==> src/rtl/brx_pkg.sv <==
package brx_pkg;
  // Flag picked by cond_sel[2:1]
  typedef enum logic [1:0] {
    FLG_N = 2'b00,
    FLG_V = 2'b01,
    FLG_C = 2'b10,
    FLG_Z = 2'b11
  } flag_id_e;

  typedef struct packed {
    logic c;
    logic z;
    logic v;
    logic n;
  } flags_t;
endpackage

==> src/rtl/brx_rst_sync.sv <==
module brx_rst_sync #(
  parameter int STAGES = 2
) (
  input  logic clk,
  input  logic rst_n,
  output logic rst_sync_n
);
  logic [STAGES-1:0] chain_q;

  always_ff @(posedge clk or negedge rst_n) begin
    if (!rst_n) chain_q <= '0;
    else        chain_q <= {chain_q[STAGES-2:0], 1'b1};
  end

  assign rst_sync_n = chain_q[STAGES-1];
endmodule

==> src/rtl/brx_cond_sel.sv <==
module brx_cond_sel
  import brx_pkg::*;
(
  input  logic [2:0] cond_sel,
  input  flags_t     flags,
  output logic       cond_met
);
  flag_id_e which;
  logic     flag_val;

  always_comb begin
    which = flag_id_e'(cond_sel[2:1]);
    unique case (which)
      FLG_N:   flag_val = flags.n;
      FLG_V:   flag_val = flags.v;
      FLG_C:   flag_val = flags.c;
      FLG_Z:   flag_val = flags.z;
      default: flag_val = 1'b0;
    endcase
    cond_met = (flag_val == cond_sel[0]);
  end
endmodule

==> src/rtl/brx_target_calc.sv <==
module brx_target_calc #(
  parameter int PC_W     = 16,
  parameter int DISP_W   = 8,
  parameter int PAGE_LSB = 8,
  parameter int INSN_LEN = 2
) (
  input  logic [PC_W-1:0]   pc,
  input  logic [DISP_W-1:0] disp,
  output logic [PC_W-1:0]   fall_thru,
  output logic [PC_W-1:0]   target,
  output logic              crosses
);
  localparam int EXT_W = PC_W - DISP_W;

  logic [PC_W-1:0] disp_ext;

  always_comb begin
    disp_ext  = {{EXT_W{disp[DISP_W-1]}}, disp};
    fall_thru = pc + PC_W'(INSN_LEN);
    target    = fall_thru + disp_ext;
    crosses   = (fall_thru[PC_W-1:PAGE_LSB] != target[PC_W-1:PAGE_LSB]);
  end

  // The target is never more than one page away from the fall-through
  always_comb begin
    AST_ONE_PAGE_STEP: assert (!crosses ||
      (target[PC_W-1:PAGE_LSB] == fall_thru[PC_W-1:PAGE_LSB] + 1'b1) ||
      (target[PC_W-1:PAGE_LSB] == fall_thru[PC_W-1:PAGE_LSB] - 1'b1));
  end
endmodule

==> src/rtl/brx_cost.sv <==
module brx_cost #(
  parameter int COST_W    = 3,
  parameter int BASE_COST = 2
) (
  input  logic              taken,
  input  logic              crosses,
  output logic [COST_W-1:0] cost
);
  localparam logic [COST_W-1:0] COST_NT    = COST_W'(BASE_COST);
  localparam logic [COST_W-1:0] COST_TK    = COST_W'(BASE_COST + 1);
  localparam logic [COST_W-1:0] COST_TK_PG = COST_W'(BASE_COST + 2);

  always_comb begin
    if (!taken)       cost = COST_NT;
    else if (crosses) cost = COST_TK_PG;
    else              cost = COST_TK;
  end
endmodule

==> src/rtl/branch_resolve.sv <==
module branch_resolve
  import brx_pkg::*;
#(
  parameter int PC_W     = 16,
  parameter int DISP_W   = 8,
  parameter int PAGE_LSB = 8,
  parameter int INSN_LEN = 2,
  parameter int COST_W   = 3
) (
  input  logic              clk,
  input  logic              rst_n,
  input  logic              req_valid,
  input  logic [PC_W-1:0]   cur_pc,
  input  logic [DISP_W-1:0] disp,
  input  logic [2:0]        cond_sel,
  input  logic              flag_c,
  input  logic              flag_z,
  input  logic              flag_v,
  input  logic              flag_n,
  output logic              rsp_valid,
  output logic [PC_W-1:0]   next_pc,
  output logic [COST_W-1:0] cycle_cost,
  output logic              taken,
  output logic              page_cross
);
  logic              rst_sync_n;
  flags_t            flags;
  logic              cond_met;
  logic [PC_W-1:0]   fall_thru;
  logic [PC_W-1:0]   target;
  logic              crosses;
  logic              cross_eff;
  logic [COST_W-1:0] cost_d;
  logic [PC_W-1:0]   pc_d;

  logic              vld_q;
  logic [PC_W-1:0]   pc_q;
  logic [COST_W-1:0] cost_q;
  logic              tk_q;
  logic              pg_q;

  brx_rst_sync #(.STAGES(2)) u_rst (
    .clk        (clk),
    .rst_n      (rst_n),
    .rst_sync_n (rst_sync_n)
  );

  assign flags = '{c: flag_c, z: flag_z, v: flag_v, n: flag_n};

  brx_cond_sel u_cond (
    .cond_sel (cond_sel),
    .flags    (flags),
    .cond_met (cond_met)
  );

  brx_target_calc #(
    .PC_W(PC_W), .DISP_W(DISP_W), .PAGE_LSB(PAGE_LSB), .INSN_LEN(INSN_LEN)
  ) u_calc (
    .pc        (cur_pc),
    .disp      (disp),
    .fall_thru (fall_thru),
    .target    (target),
    .crosses   (crosses)
  );

  assign cross_eff = cond_met & crosses;

  brx_cost #(.COST_W(COST_W), .BASE_COST(INSN_LEN)) u_cost (
    .taken   (cond_met),
    .crosses (cross_eff),
    .cost    (cost_d)
  );

  // Next-state selection
  always_comb begin
    pc_d = cond_met ? target : fall_thru;
  end

  // Valid flag: loads every cycle
  always_ff @(posedge clk or negedge rst_sync_n) begin
    if (!rst_sync_n) vld_q <= 1'b0;
    else             vld_q <= req_valid;
  end

  // Result registers: load enabled by req_valid
  always_ff @(posedge clk or negedge rst_sync_n) begin
    if (!rst_sync_n) begin
      pc_q   <= '0;
      cost_q <= '0;
      tk_q   <= 1'b0;
      pg_q   <= 1'b0;
    end else if (req_valid) begin
      pc_q   <= pc_d;
      cost_q <= cost_d;
      tk_q   <= cond_met;
      pg_q   <= cross_eff;
    end
  end

  assign rsp_valid  = vld_q;
  assign next_pc    = pc_q;
  assign cycle_cost = cost_q;
  assign taken      = tk_q;
  assign page_cross = pg_q;

  AST_RSP_AFTER_REQ: assert property (@(posedge clk) disable iff (!rst_sync_n)
    req_valid |=> rsp_valid);
  AST_NO_SPURIOUS_RSP: assert property (@(posedge clk) disable iff (!rst_sync_n)
    !req_valid |=> !rsp_valid);
  AST_NT_FALLTHRU: assert property (@(posedge clk) disable iff (!rst_sync_n)
    req_valid |=> (taken || (next_pc == $past(cur_pc) + PC_W'(INSN_LEN))));
  AST_NT_COST: assert property (@(posedge clk) disable iff (!rst_sync_n)
    (rsp_valid && !taken) |-> (cycle_cost == COST_W'(INSN_LEN) && !page_cross));
  AST_CROSS_NEEDS_TAKEN: assert property (@(posedge clk) disable iff (!rst_sync_n)
    page_cross |-> taken);
  AST_TAKEN_COST: assert property (@(posedge clk) disable iff (!rst_sync_n)
    (rsp_valid && taken) |-> (cycle_cost == COST_W'(INSN_LEN + 1) + COST_W'(page_cross)));
  AST_HOLD_IDLE: assert property (@(posedge clk) disable iff (!rst_sync_n)
    !req_valid |=> ($stable(next_pc) && $stable(cycle_cost) && $stable(taken)));
endmodule

==> config.mk <==
export PLATFORM = sky130hd
export DESIGN_NAME = branch_resolve
export DESIGN_NICKNAME = d
export VERILOG_FILES = /design/src/rtl/brx_pkg.sv /design/src/rtl/brx_rst_sync.sv /design/src/rtl/brx_cond_sel.sv /design/src/rtl/brx_target_calc.sv /design/src/rtl/brx_cost.sv /design/src/rtl/branch_resolve.sv
export SDC_FILE = /design/constraint.sdc
export NUM_CORES = 1
export LEC_CHECK = 0
export ABC_AREA = 1
export BUFFER_PORTS_ARGS = -buffer_cell sky130_fd_sc_hd__clkbuf_2
export CORE_MARGIN = 4
export CORE_UTILIZATION = 30
export DETAILED_ROUTE_END_ITERATION = 10
export MAX_ROUTING_LAYER = met4
export SYNTH_ARGS = -nofsm -noshare
export SYNTH_HDL_FRONTEND = slang
export SYNTH_HIERARCHICAL = 1
export SYNTH_SLANG_ARGS = --single-unit
==> constraint.sdc <==
create_clock -name clk -period 1.3 [get_ports clk]
set_clock_uncertainty 0.2 [all_clocks]
set_input_delay 0.26 -clock clk [delete_from_list [all_inputs] [get_ports clk]]
set_output_delay 0.26 -clock clk [all_outputs]
set_load 0.005 [all_outputs]
==> impl_results.md <==
* Via count of the first global-routing pass at about 3600
* Final non-filler cell area at ~5300 µm²
* Fraction of registers with async set or reset after synthesis at 100.0%
* Share of cell area taken by muxes after synthesis at 0%
* Number of buffers on the longest clock path at 2
* Number of levels the H-tree was split into at 1
* Critical setup path kind: input port to register
* Average size of a mapped cell at between 5 and 6 µm²
* Length of the first detailed-routing pass in iterations at 5
* Area share of fa/ha/maj cells after synthesis at a little under a tenth
* Number of buffers created by CTS at 3
* Via/cell ratio at approximately 4.7
* Sequential area share after synthesis at about a fifth
* Most instantiated flip-flop cell in the synthesis netlist: sky130_fd_sc_hd__dfrtp_1
* Core box area at a little over 9000 µm²
* Die boundary width at around 110 µm
* Final HPWL from detailed placement at approximately 7400 µm
* Main combinational cell family by area after synthesis: simple AND/OR/NAND/NOR gates
* GRT Residual Overflow at 0
* Yosys synthesis warning count at 6
* Maximum vdd ir drop at roughly 0.00051 V
* Final Slew Violations at 0
* Max Clock Freq at ~370 MHz
* Combined area of all synthesized cells at between 2000 and 3000 µm²
* Number of instances in the synthesized netlist at roughly 490
* Number of inserted filler cells in the final layout at ~800
* Io pins at 56
* Antenna violation net count after detailed routing at 0
* Worst R2R Path Depth at 2
* First-pass GRT wire length at approximately 16000 µm
* Data arrival time of the critical path at 2.67 ns
* Initial antenna violation count at 0
* Area overhead of the layout relative to synthesis at 88.59%
* RD Place Congestion at slightly above 0.9
* Start point of the critical path: cur_pc[1]
* I/O Buffers at 55
* CP endpoint kind: register
* Final critical path time including I/O delays and setup at approximately 2.7 ns
* Xor/xnor cell area share of the yosys netlist at ~4.6%
* GR Util All Layers at between 15 and 20%
* Effective utilization at floorplan at between 30 and 40%
* Clock transition at the registers of the reported paths at roughly 0.08 ns
* Final setup violation count at 19
* Net Count, Synth at 540
* Most common cell after layout, fill and taps aside: sky130_fd_sc_hd__nand2_1
* Count of vias placed by the detailed router at around 3600
* Hold crit path type: register to asynchronous set/reset pin
* Largest net degree at the start of global routing at 24
* Count of routing violations after the opening detailed-route iteration at about 130
* Worst skew pair latency at ~0.26 ns
* CP required at about 1.3 ns
* Die area at around 11000 µm²
* PwrDens at 708.4 nW/µm²
* Endpoint of the worst-slack reg-to-reg timing path: next_pc[2]
* Fraction of layout cells with a size suffix above 1 at approximately 57%
* Setup repair after global routing missed its margin: true
* Routed Wire Length at 10050 µm
* Number of distinct library cells after synthesis at 33
* Leading cell types in the layout, fill and taps excluded: sky130_fd_sc_hd__nand2_1 (128), sky130_fd_sc_hd__buf_4 (108), sky130_fd_sc_hd__inv_1 (67)
* Final Hold Vio Count at 0
* P_leak at just under 3 nW
* Share of the clock period used by the worst path at 208.0%
* DR DRC count at 0
* Run status: finished, violations left
* Share of synthesized cell area in and, or, nand and nor gates at about 47%
* Worst Setup Start Kind: input port
* Max-cap viol count at 0
* Post-layout utilization of the core at 58.01%
* Violated checks: negative setup slack
* Vertical die dimension at 105.1 µm
* Post-route setup slack at -1.404 ns
* Average routed wire per standard cell at around 13 µm
* Area fraction in compound gates after synthesis at under 10%
* Minimum setup slack after placement at -1.865 ns
* Largest driver fanout on the critical path at 3
* Setup slack of the worst register-to-register path at roughly 0.47 ns
* Cell chosen for the clock root: sky130_fd_sc_hd__clkbuf_8
* Post-synthesis sequential element count at 24
* Number of standard-cell rows in the floorplan at 35
* Number of nets in the layout at 724
* Count of flip-flops with a built-in enable after synthesis at 0
* Number of diodes at 0
* Total cell area at the placement stage at around 4100 µm²
* Worst flop-to-flop path startpoint: next_pc[2]
* TritonCTS clock tree: done
* Clock net sink count at 24
critical path, stage by stage:
cell	delay, ns
sky130_fd_sc_hd__buf_8	0.08
sky130_fd_sc_hd__clkinvlp_4	0.11
sky130_fd_sc_hd__buf_6	0.14
sky130_fd_sc_hd__nor3_4	0.22
sky130_fd_sc_hd__xor2_2	0.12
sky130_fd_sc_hd__buf_4	0.16
sky130_fd_sc_hd__ha_4	0.29
sky130_fd_sc_hd__nand2_4	0.08
sky130_fd_sc_hd__inv_2	0.07
sky130_fd_sc_hd__nand2_2	0.05
sky130_fd_sc_hd__nand2_4	0.09
sky130_fd_sc_hd__inv_4	0.05
sky130_fd_sc_hd__nand3_4	0.08
sky130_fd_sc_hd__buf_4	0.11
sky130_fd_sc_hd__nand3b_1	0.08
sky130_fd_sc_hd__nand2_1	0.08
sky130_fd_sc_hd__nand3_2	0.08
sky130_fd_sc_hd__nor2_2	0.13
sky130_fd_sc_hd__nand2_1	0.07
sky130_fd_sc_hd__nand2_2	0.07
sky130_fd_sc_hd__inv_2	0.04
sky130_fd_sc_hd__nand2_2	0.06
sky130_fd_sc_hd__inv_2	0.04
sky130_fd_sc_hd__nand2_2	0.05
sky130_fd_sc_hd__nand2_1	0.04
kinds of logic after synthesis:
family / after synthesis
compound gates: 13
xor+xnor: 14
fa+ha+maj: 21
buf+inv: 103
flops: 24
other cells: 1
simple gates: 309
registers in the layout, summed over array words and instances (netlist names):
| signal | flops |
|---|---|
| taken | 1 |
| page_cross | 1 |
| u_rst/chain_q | 2 |
| rsp_valid | 1 |
| next_pc | 16 |
| cycle_cost | 3 |
metal layers:
layer  global-route usage [%]  vias to the layer above  wire [µm]
li1                         -                     1838          -
met5                        -                        -          0
met2                    31.81                       85       5322
met3                    2.594                       30        399
met1                    20.08                     1671       3994
met4                    4.686                        0        330
worst max-delay path by stage:
stage / end / slack, ns / depth (start not counted)
2_1_floorplan: cycle_cost[2] / -1.33 / 23
3_3_place_gp: cycle_cost[2] / -1.82 / 24
3_5_place_dp: cycle_cost[2] / -1.87 / 23
4_1_cts: cycle_cost[2] / -1.33 / 24
5_1_grt: cycle_cost[2] / -1.57 / 25
6_report: cycle_cost[2] / -1.40 / 25
synthesized netlist by cell type (all sizes together) (3+ instances only):
library cell  number  area (µm²)
nand4              8       50.05
o21ai              3       15.01
nand3             55       280.3
xnor2              3       26.28
dfrtp             24       600.6
buf                8       66.31
nand2            209       817.0
inv               93       354.1
xor2              11       103.9
nor3               5       30.03
a21oi             10       53.80
nor2              29       128.9
ha                20       250.2
what timing repair did:
item | CTS | global route
pin swaps | 83 | 82
setup endpoints to repair | 19 | 21
setup buffers | 38 | 15
gates resized for setup | 100 | 114
hold buffers | 1 | 0
hold endpoints to repair | 2 | 0
layout make-up:
cell class | count | area [µm²] | share of cell area, %
inverters | 95 | 377.9 | 7.083
repair buffers | 187 | 1444 | 27.06
flip-flops and latches | 24 | 600.6 | 11.26
well taps | 111 | 138.9 | 2.603
multi-input cells | 358 | 2719 | 50.96
clock buffers | 4 | 55.05 | 1.032
stage by stage:
step	setup TNS, ns	std cells	hold WS (ns)	power (mW)
6_report	-18.03	779	0.01274	3.779
5_1_grt	-20.32	779	0.04994	4.054
4_1_cts	-17.58	768	0.01906	3.432
3_5_place_dp	-25.65	737	-0.1505	2.621
3_3_place_gp	-24.87	737	-0.1543	2.592
2_1_floorplan	-15.19	485	-0.2356	1.874
where the power goes:
group,internal [mW],total [mW],leakage [nW],switching [mW]
Sequential,0.853,0.912,0.289,0.0585
Clock,0.270,0.498,0.0288,0.228
Combinational,1.15,2.37,2.62,1.22
Total,2.27,3.78,2.94,1.51
Note: power is estimated with default switching activity, not from simulation.
